### config.mk
export PLATFORM = sky130hd
export DESIGN_NAME = i2cm_top
export DESIGN_NICKNAME = d
export VERILOG_FILES = /design/src/rtl/i2cm_pkg.sv /design/src/rtl/i2cm_tick.sv /design/src/rtl/i2cm_bitctl.sv /design/src/rtl/i2cm_top.sv
export SDC_FILE = /design/constraint.sdc
export NUM_CORES = 1
export LEC_CHECK = 0
export ABC_CLOCK_PERIOD_IN_PS = 2460
export BUFFER_PORTS_ARGS = -buffer_cell sky130_fd_sc_hd__buf_2
export CORE_MARGIN = 5
export CORE_UTILIZATION = 58
export DETAILED_ROUTE_END_ITERATION = 6
export PLACE_DENSITY = 0.77
export RECOVER_POWER = 25
export SLEW_MARGIN = 40
export SYNTH_ARGS = -nofsm -noshare
export SYNTH_HDL_FRONTEND = slang
export SYNTH_SLANG_ARGS = --single-unit
### constraint.sdc
create_clock -name clk -period 2.46 [get_ports clk]
set_input_delay 0.492 -clock clk [delete_from_list [all_inputs] [get_ports clk]]
set_output_delay 0.492 -clock clk [all_outputs]
set_load 0.03 [all_outputs]
### src/rtl/i2cm_pkg.sv
// Shared register offsets, bit positions and types for the I2C byte master.
// Assumes 8-bit registers on a byte-offset register bus.
package i2cm_pkg;
    localparam int BYTE_W = 8;
    localparam int ADDR_W = 5;

    localparam logic [ADDR_W-1:0] OFS_PRE_LO = 5'h00;
    localparam logic [ADDR_W-1:0] OFS_PRE_HI = 5'h04;
    localparam logic [ADDR_W-1:0] OFS_CTRL   = 5'h08;
    localparam logic [ADDR_W-1:0] OFS_DATA   = 5'h0C;
    localparam logic [ADDR_W-1:0] OFS_CMD    = 5'h10;

    localparam int CTL_EN   = 7;
    localparam int CTL_IE   = 6;
    localparam int CB_START = 7;
    localparam int CB_STOP  = 6;
    localparam int CB_READ  = 5;
    localparam int CB_WRITE = 4;
    localparam int CB_NACK  = 3;
    localparam int CB_IACK  = 0;

    typedef struct packed {
        logic start;
        logic stop;
        logic rd;
        logic wr;
        logic nack;
    } cmd_t;

    typedef enum logic [1:0] {SQ_IDLE, SQ_START, SQ_DATA, SQ_STOP} seq_e;
endpackage

### src/rtl/i2cm_tick.sv
// Prescaler: pulses tick once every (limit+1) clocks while enabled.
// Assumes limit is changed only while the core is disabled.
module i2cm_tick #(
    parameter int CNT_W = 16
) (
    input  logic             clk,
    input  logic             rst_n,
    input  logic             en,
    input  logic [CNT_W-1:0] limit,
    output logic             tick
);
    logic [CNT_W-1:0] cnt;

    assign tick = en && (cnt == limit);

    // Free-running divider, held at zero while disabled
    always_ff @(posedge clk) begin
        if (!rst_n || !en)
            cnt <= '0;
        else if (tick)
            cnt <= '0;
        else
            cnt <= cnt + 1'b1;
    end
endmodule

### src/rtl/i2cm_bitctl.sv
// Bit-level sequencer: runs START, one data byte with its acknowledge slot,
// and STOP, five prescaler ticks per bit. Outputs are registered pull-low
// enables. Assumes go is pulsed only while the sequencer is idle.
module i2cm_bitctl
    import i2cm_pkg::*;
#(
    parameter int DATA_W = 8
) (
    input  logic              clk,
    input  logic              rst_n,
    input  logic              tick,
    input  logic              go,
    input  cmd_t              cmd_in,
    input  logic [DATA_W-1:0] tx_in,
    input  logic              sda_in,
    output logic              scl_dl,
    output logic              sda_dl,
    output logic              done,
    output logic              lost,
    output logic              ack_valid,
    output logic              ack_seen,
    output logic              rx_load,
    output logic [DATA_W-1:0] rx_byte,
    output logic              cond_phase
);
    localparam int CNT_W = $clog2(DATA_W + 1);
    localparam logic [CNT_W-1:0] ACK_IDX = CNT_W'(DATA_W);

    seq_e              st;
    logic [2:0]        ph;
    logic [CNT_W-1:0]  bit_idx;
    cmd_t              cmd_q;
    logic [DATA_W-1:0] sh;
    logic              bit_out;

    // Level the master wants on SDA in the current bit slot (1 = release)
    always_comb begin
        if (bit_idx == ACK_IDX)
            bit_out = cmd_q.rd ? cmd_q.nack : 1'b1;
        else
            bit_out = cmd_q.rd ? 1'b1 : sh[DATA_W-1];
    end

    assign rx_byte    = sh;
    assign cond_phase = (st == SQ_START) || (st == SQ_STOP);

    // Sequencer: phase stepping, line drive, sampling and completion
    always_ff @(posedge clk) begin
        if (!rst_n) begin
            st <= SQ_IDLE; ph <= '0; bit_idx <= '0; cmd_q <= '0; sh <= '0;
            scl_dl <= 1'b0; sda_dl <= 1'b0; done <= 1'b0; lost <= 1'b0;
            ack_valid <= 1'b0; ack_seen <= 1'b0; rx_load <= 1'b0;
        end else begin
            done <= 1'b0; lost <= 1'b0; ack_valid <= 1'b0; rx_load <= 1'b0;
            if (go) begin
                cmd_q   <= cmd_in;
                sh      <= tx_in;
                ph      <= '0;
                bit_idx <= '0;
                if (cmd_in.start)               st <= SQ_START;
                else if (cmd_in.rd || cmd_in.wr) st <= SQ_DATA;
                else                            st <= SQ_STOP;
            end else if (tick && st != SQ_IDLE) begin
                ph <= (ph == 3'd4) ? 3'd0 : ph + 3'd1;
                case (st)
                    SQ_START: case (ph)
                        3'd0: sda_dl <= 1'b0;
                        3'd1: scl_dl <= 1'b0;
                        3'd2: sda_dl <= 1'b1;
                        3'd4: begin
                            scl_dl <= 1'b1;
                            if (cmd_q.rd || cmd_q.wr) st <= SQ_DATA;
                            else begin st <= SQ_IDLE; done <= 1'b1; end
                        end
                        default: ;
                    endcase
                    SQ_DATA: case (ph)
                        3'd0: sda_dl <= !bit_out;
                        3'd2: scl_dl <= 1'b0;
                        3'd3: begin
                            if (bit_idx == ACK_IDX) begin
                                ack_seen  <= sda_in;
                                ack_valid <= 1'b1;
                            end else if (!cmd_q.rd && bit_out && !sda_in) begin
                                lost   <= 1'b1;
                                st     <= SQ_IDLE;
                                ph     <= '0;
                                scl_dl <= 1'b0;
                                sda_dl <= 1'b0;
                            end else begin
                                sh <= {sh[DATA_W-2:0], sda_in};
                            end
                        end
                        3'd4: begin
                            scl_dl <= 1'b1;
                            if (bit_idx == ACK_IDX) begin
                                bit_idx <= '0;
                                rx_load <= cmd_q.rd;
                                if (cmd_q.stop) st <= SQ_STOP;
                                else begin st <= SQ_IDLE; done <= 1'b1; end
                            end else begin
                                bit_idx <= bit_idx + 1'b1;
                            end
                        end
                        default: ;
                    endcase
                    SQ_STOP: case (ph)
                        3'd0: sda_dl <= 1'b1;
                        3'd1: scl_dl <= 1'b0;
                        3'd3: sda_dl <= 1'b0;
                        3'd4: begin st <= SQ_IDLE; done <= 1'b1; end
                        default: ;
                    endcase
                    default: ;
                endcase
            end
        end
    end
endmodule

### src/rtl/i2cm_top.sv
// I2C byte-command master: register file, command acceptance, status and
// interrupt, bus busy detection; instantiates prescaler and bit sequencer.
// Assumes an external pull-up on both lines and no clock stretching.
module i2cm_top
    import i2cm_pkg::*;
#(
    parameter int PRE_W = 2 * BYTE_W
) (
    input  logic              clk,
    input  logic              rst_n,
    input  logic              bus_wr,
    input  logic [ADDR_W-1:0] bus_addr,
    input  logic [BYTE_W-1:0] bus_wdata,
    output logic [BYTE_W-1:0] bus_rdata,
    input  logic              scl_in,
    input  logic              sda_in,
    output logic              scl_drive_low,
    output logic              sda_drive_low,
    output logic              irq
);
    logic [PRE_W-1:0]  pre_q;
    logic              en_q, ie_q;
    logic [BYTE_W-1:0] tx_q, rx_q;
    logic              tip_q, ip_q, al_q, rxack_q, busy_q;
    logic              scl_s, sda_s;
    logic              tick, done, lost, ack_valid, ack_seen, rx_load, cond_phase;
    logic [BYTE_W-1:0] rx_byte;
    logic              cmd_wr, accept, start_det, stop_det;
    cmd_t              cmd_in;

    assign cmd_wr = bus_wr && (bus_addr == OFS_CMD);
    assign accept = cmd_wr && en_q && !tip_q && (|bus_wdata[CB_START:CB_WRITE]);
    assign cmd_in = '{start: bus_wdata[CB_START], stop: bus_wdata[CB_STOP],
                      rd: bus_wdata[CB_READ], wr: bus_wdata[CB_WRITE],
                      nack: bus_wdata[CB_NACK]};
    assign start_det = scl_in && scl_s && sda_s && !sda_in;
    assign stop_det  = scl_in && scl_s && !sda_s && sda_in;
    assign irq       = ip_q;

    // Software-written configuration and transmit byte
    always_ff @(posedge clk) begin
        if (!rst_n) begin
            pre_q <= '0; en_q <= 1'b0; ie_q <= 1'b0; tx_q <= '0;
        end else if (bus_wr) begin
            case (bus_addr)
                OFS_PRE_LO: pre_q[BYTE_W-1:0]     <= bus_wdata;
                OFS_PRE_HI: pre_q[PRE_W-1:BYTE_W] <= bus_wdata;
                OFS_CTRL: begin
                    en_q <= bus_wdata[CTL_EN];
                    ie_q <= bus_wdata[CTL_IE];
                end
                OFS_DATA: tx_q <= bus_wdata;
                default: ;
            endcase
        end
    end

    // Status flags, received byte and line sampling for busy detection
    always_ff @(posedge clk) begin
        if (!rst_n) begin
            tip_q <= 1'b0; ip_q <= 1'b0; al_q <= 1'b0; rxack_q <= 1'b0;
            busy_q <= 1'b0; rx_q <= '0; scl_s <= 1'b1; sda_s <= 1'b1;
        end else begin
            scl_s <= scl_in;
            sda_s <= sda_in;
            if (accept)             tip_q <= 1'b1;
            else if (done || lost)  tip_q <= 1'b0;
            if ((done || lost) && ie_q)            ip_q <= 1'b1;
            else if (cmd_wr && bus_wdata[CB_IACK]) ip_q <= 1'b0;
            if (accept)    al_q <= 1'b0;
            else if (lost) al_q <= 1'b1;
            if (ack_valid) rxack_q <= ack_seen;
            if (rx_load)   rx_q <= rx_byte;
            if (start_det)     busy_q <= 1'b1;
            else if (stop_det) busy_q <= 1'b0;
        end
    end

    // Register read multiplexer
    always_comb begin
        case (bus_addr)
            OFS_PRE_LO: bus_rdata = pre_q[BYTE_W-1:0];
            OFS_PRE_HI: bus_rdata = pre_q[PRE_W-1:BYTE_W];
            OFS_CTRL:   bus_rdata = {en_q, ie_q, 6'b0};
            OFS_DATA:   bus_rdata = rx_q;
            OFS_CMD:    bus_rdata = {rxack_q, busy_q, al_q, 3'b0, tip_q, ip_q};
            default:    bus_rdata = '0;
        endcase
    end

    i2cm_tick #(.CNT_W(PRE_W)) u_tick (
        .clk(clk), .rst_n(rst_n), .en(en_q), .limit(pre_q), .tick(tick)
    );

    i2cm_bitctl #(.DATA_W(BYTE_W)) u_bit (
        .clk(clk), .rst_n(rst_n), .tick(tick), .go(accept), .cmd_in(cmd_in),
        .tx_in(tx_q), .sda_in(sda_in), .scl_dl(scl_drive_low),
        .sda_dl(sda_drive_low), .done(done), .lost(lost),
        .ack_valid(ack_valid), .ack_seen(ack_seen), .rx_load(rx_load),
        .rx_byte(rx_byte), .cond_phase(cond_phase)
    );
endmodule

* Word level (Yosys, flattened, before mapping) *
Cells that the tools add are included.

word-level totals
  bits in registers = 85
  input port bits = 18
  word-level logic and storage cells = 176

cells by class
  add/sub/neg operators = 3
  equality and inequality tests = 29
  multiplexer cells = 54
  bitwise logic cells = 7
  reduce and logical (&&, ||, !) cells = 54

operators by type and width
  cell                                                                     count
  8-bit two-way mux                                                        6
  8-bit one-hot mux with 5 select lines                                    1
  8-bit AND reduction                                                      3
  1-bit two-way mux                                                        21
  2-bit two-way mux                                                        10
  3-bit inequality test, second input constant                             6
  16-bit by 1-bit adder with 16-bit output, second input constant          1
  16-bit == test                                                           1
  1-bit logical AND                                                        15
  3-bit two-way mux                                                        5
  2-bit nonzero test                                                       7
  1-bit one-hot mux with 3 select lines                                    4
  6-bit OR reduction                                                       2
  5-bit by 4-bit == test with 1-bit output, second input constant          2
  5-bit AND reduction                                                      2
  4-bit by 2-bit inequality test with 1-bit output, second input constant  2
  4-bit by 3-bit inequality test with 1-bit output, second input constant  2
  1-bit one-hot mux with 2 select lines                                    4
  2-bit AND reduction                                                      4
  1-bit logical NOT                                                        7
  1-bit NOT                                                                7
  3-bit by 2-bit == test with 1-bit output, second input constant          2
  2-bit inequality test, second input constant                             3
  2-bit one-hot mux with 3 select lines                                    1
  24 further kinds                                                         29

* Depth between registers and ports, before layout *
  word-level depth = 10
  mapped depth = 9

* Cells and area by module *
A second synthesis with hierarchy kept.

second synthesis, totals
  cell total of the unflattened synthesis = 471
  area total of the unflattened synthesis = 4249.1 µm²

by module, submodules not included
  module       times used  cells an instance  area each (µm²)
  i2cm_top     1           198                1899.3
  i2cm_bitctl  1           175                1493.9
  i2cm_tick    1           98                 855.8

* Worst setup path after synthesis *
OpenSTA, ideal clock, no wires.

  path kind = input -> output
  start = in bus_addr[4]
  end = out bus_rdata[6]
  arrival = 1.992 ns
  data required time = 1.968 ns
  path slack = -0.024 ns
  cell stages on the path = 6
  buffers on the path = 2
  cell sequence = or3_1 > clkbuf_1 > nor3b_1 > clkbuf_1 > a22oi_1 > o21ai_0

on the way
  word-level cells in the longest chain between the ends = 2
  elaborated cells between the ends (all ways) = 6
  those cells by class = eq/ne: 4; mux: 1; reduce/logical: 1

ends and longest elaborated chain
  item                                     RTL line        RTL
  start: declaration                       i2cm_top.sv:12  input logic [ADDR_W-1:0] bus_addr,
  5-bit == test (tied with other cells)    i2cm_top.sv:81  case (bus_addr)
  8-bit one-hot mux with 5 select lines *  i2cm_top.sv:81
  end: declaration                         i2cm_top.sv:14  output logic [BYTE_W-1:0] bus_rdata,

Mark *: on every way between the ends. The rest lies on a longest branch, timed or not.

* Worst setup path after layout *
  start = reg u_tick.cnt[9]
  end = reg u_bit.bit_idx[3]

on the way
  word-level cells in the longest chain between the ends = 4

ends and longest elaborated chain
  item                           RTL line            RTL
  start: declaration             i2cm_tick.sv:12     logic [CNT_W-1:0] cnt;
  start signal: assignment       i2cm_tick.sv:23     cnt <= cnt + 1'b1;
  16-bit == test                 i2cm_tick.sv:14     assign tick = en && (cnt == limit);
  1-bit logical AND              i2cm_tick.sv:14
  1-bit logical AND              i2cm_bitctl.sv:63   end else if (tick && st != SQ_IDLE) begin
  3-bit AND reduction (no line)  -
  end signal: assignment         i2cm_bitctl.sv:102  bit_idx <= bit_idx + 1'b1;
  end: declaration               i2cm_bitctl.sv:31   logic [CNT_W-1:0] bit_idx;

No other way between the ends.
A chain may end at the register's enable or synchronous reset.

==> summary.txt <==
Post-Layout Cell Count -> 631
vias in the first global route -> 3,497
GP Congestion -> 0.9016
Worst Setup EP -> u_bit.bit_idx[3]$_SDFFE_PP0P_
Area growth syn-to-layout -> 11.89%
WS Path Type -> flop to flop
# diodes -> 0
critical path fanouts, max -> 17
top-count cell post-synth -> dfxtp_1
number of synthesized flops with an enable pin -> 0
post-synthesis cell area -> 0.004260 mm2
Max stage delay on crit path -> 0.49 ns
CP bufs+invs -> 0
crit share post-route -> 95.17%
clk slew on worst S/H paths -> 0.09 ns
first-pass GRT wire length -> 16,820 um
outcome -> finished, final reports clean
Most used DFF post-synth -> dfxtp_1
Rel. slew slack -> 14.96%
Async S/R FF share, synth -> 0%
FF+latch count, synth -> 85
Synth top cells by count -> dfxtp_1, nand2_1, nor2_1
crit path DAT -> 2.63 ns
root buffer cell -> clkbuf_8
I/O pin total -> 29
Switching Share -> 24.02%
CTS tree -> yes
worst r2r dst -> u_bit.bit_idx[3]$_SDFFE_PP0P_
final hold vios -> 0
setup slack, reg-to-reg -> 0.12 ns
Yosys cell types -> 42
Placed Cells incl. Taps -> 615
top cell family by delay on the critical path -> simple AND/OR/NAND/NOR gates
Max Cap Violations -> 0
Area after DPL -> 0.004553 mm2
final setup fails -> 0
die extent in y -> 95.71 um
Cell Pwr Density -> 535.6 mW/mm2
critical path's slowest cell -> or3_4
Syn Area/Cell -> 8.589 um2
net switching power -> 0.6134 mW
leading area contributor after synthesis -> dfxtp_1
Clk pwr share -> 41.3%
Wirelength per Cell -> 16.24 um
Final Cell Area -> 0.004767 mm2
Worst Reg-to-Reg Cells -> 6
Min-Delay Path Class -> input port to flop
die footprint -> 0.009159 mm2
Core Region -> 0.007214 mm2
Starting DRT DRC Count -> 259
Rows -> 31
post-synth net total -> 526
fin nets -> 557
r2r startpoint -> u_tick.cnt[9]$_SDFF_PP0_
Post-DRT Antenna Nets -> 0
clk sinks -> 85
synth top area cells -> dfxtp_1, mux2i_1, nand2_1
WHS -> 0.3592 ns
Starting Density -> 59.05%
CTS Buf Count -> 9
min cycle time layout -> 2.341 ns
postcts setup bufs -> 0
Worst Setup Start Kind -> flop
Int Power -> 1.940 mW
maximum VDD drop -> 0.2723 mV
die width -> 95.71 um
WP depth -> 6
final core occ -> 66.08%
DRC viols -> 0
CP Capture Type -> flop
RSZ-0062 raised after global routing -> true
YS warnings -> 0
worst slew pin tran -> 1.276 ns
antenna violations before repair -> 0
post-synthesis sequential area ratio -> 39.94%
clk buf depth -> 2
DP HPWL -> 7472 um
CP startpoint -> u_tick.cnt[9]$_SDFF_PP0_
Seq pwr share -> 54.3%
CP cell instances -> xor2_1, nor4_2, nand4b_1, or3_4, or4_1, a21oi_1
Synth top area share -> 39.94%
Logic pwr share -> 4.4%
GRT overflow -> 0
skew final -> 0.01058 ns
largest net degree at the start of global routing -> 36
layout cells sized above 1 -> 12.59%
Port Buffer Count -> 28
Tot GR Track Use -> 23.97%
Critical Path RT -> 2.75 ns
DR vias -> 3,652
Final TNS setup -> 0 ns
Syn Inst Count -> 496
CTS H-tree lvls -> 3
drt pass-1 iters -> 5
via/cell ratio -> 5.788
Lkg Pwr -> 1.867 nW
Slew Limit Fails -> 0
fmax -> 427.1 MHz
clk_lat worst skew -> 0.36 ns
final WL -> 10,250 um
per-layer routing:
layer,vias up,part of all wire [%],track usage (%)
li1,1789,-,-
met5,-,0,0
met3,18,4.7,5.160
met2,93,48,39.84
met4,0,1.7,9.479
met1,1752,45,30.27
state kept, by name (all words and copies together) (netlist names), 2 cells and up:
signal,cells
pre_q,16
rx_q,8
tx_q,8
u_bit.bit_idx,4
u_bit.cmd_q,4
u_bit.ph,3
u_bit.rx_byte,8
u_bit.st,2
u_tick.cnt,16
worst min path at each step:
stage | depth (start not counted) | from | slack [ns] | end
after floorplan | 2 | u_bit.ack_seen$_SDFFE_PN0P_ | 0.43 | u_bit.ack_seen$_SDFFE_PN0P_
after global placement | 2 | u_bit.ack_seen$_SDFFE_PN0P_ | 0.45 | u_bit.ack_seen$_SDFFE_PN0P_
after detailed placement | 2 | irq$_SDFFE_PN0P_ | 0.47 | irq$_SDFFE_PN0P_
after CTS | 2 | scl_in | 0.35 | scl_s$_SDFF_PN1_
after global routing | 2 | scl_in | 0.34 | scl_s$_SDFF_PN1_
final | 2 | scl_in | 0.36 | scl_s$_SDFF_PN1_
stage by stage:
step / setup slack, ns / power (mW)
3_5_place_dp: 0.1167 / 1.529
2_1_floorplan: -0.01366 / 1.479
5_1_grt: -0.01245 / 2.648
4_1_cts: 0.02688 / 2.566
3_3_place_gp: 0.1518 / 1.526
6_report: 0.1188 / 2.553
area by class of cell:
type	instances	area [um2]
clock buffer	10	137.6
clock inverter	6	76.32
fill	622	2447
inverter	12	45.04
multi-input combinational	374	2424
sequential	85	1702
tap	99	123.9
timing repair buffer	45	259.0
worst register-to-register path: stages, from the launching register on:
cell and delay, ns:
dfxtp_1 0.43, xor2_1 0.13, nor4_2 0.40, nand4b_1 0.20, or3_4 0.49, or4_1 0.49, a21oi_1 0.14
logic make-up (layout without fill, tap and decap cells):
group                      count (synthesis)  in the layout  share of synthesized area [%]
AOI/OAI and AO/OA                         92             92                          13.16
buffers and inverters                     37             73                          3.377
muxes                                     43             43                          10.28
adders and majority gates                 12             12                          3.524
and+or+nand+nor                          201            201                          24.38
DFF                                       85             85                          39.94
xor gates and xnor gates                  26             26                          5.345
cells in the final DEF (no fill, tap or decap), drive strengths merged, types with 5 or more instances in the layout:
cell    netlist  routed
buf           5      42
and3          9       9
nor2b        29      29
nand2b        5       5
inv          12      15
xor2         21      21
and2          6       6
mux2i        37      37
ha           12      12
mux2          6       6
a21oi        23      23
clkbuf       20      13
nand3        22      22
xnor2         5       5
nand2        49      49
dfxtp        85      85
nor2         40      40
a21boi       14      14
or3           9       9
or4           5       5
nor3          7       7
a22oi         8       8
o21ai        31      31
power by group through the flow:
stage	Combinational [mW]	Sequential (mW)	Clock, mW
after floorplan	0.0624	1.42	0
after detailed placement	0.110	1.42	0
after CTS	0.111	1.39	1.07
final	0.112	1.39	1.05
after global routing	0.121	1.39	1.14
after global placement	0.107	1.42	0
what timing repair did:
action	CTS	global route
setup endpoints to repair	0	10
resized for setup	0	2
hold buffers	0	0
Power figures use the tool's default switching activity.
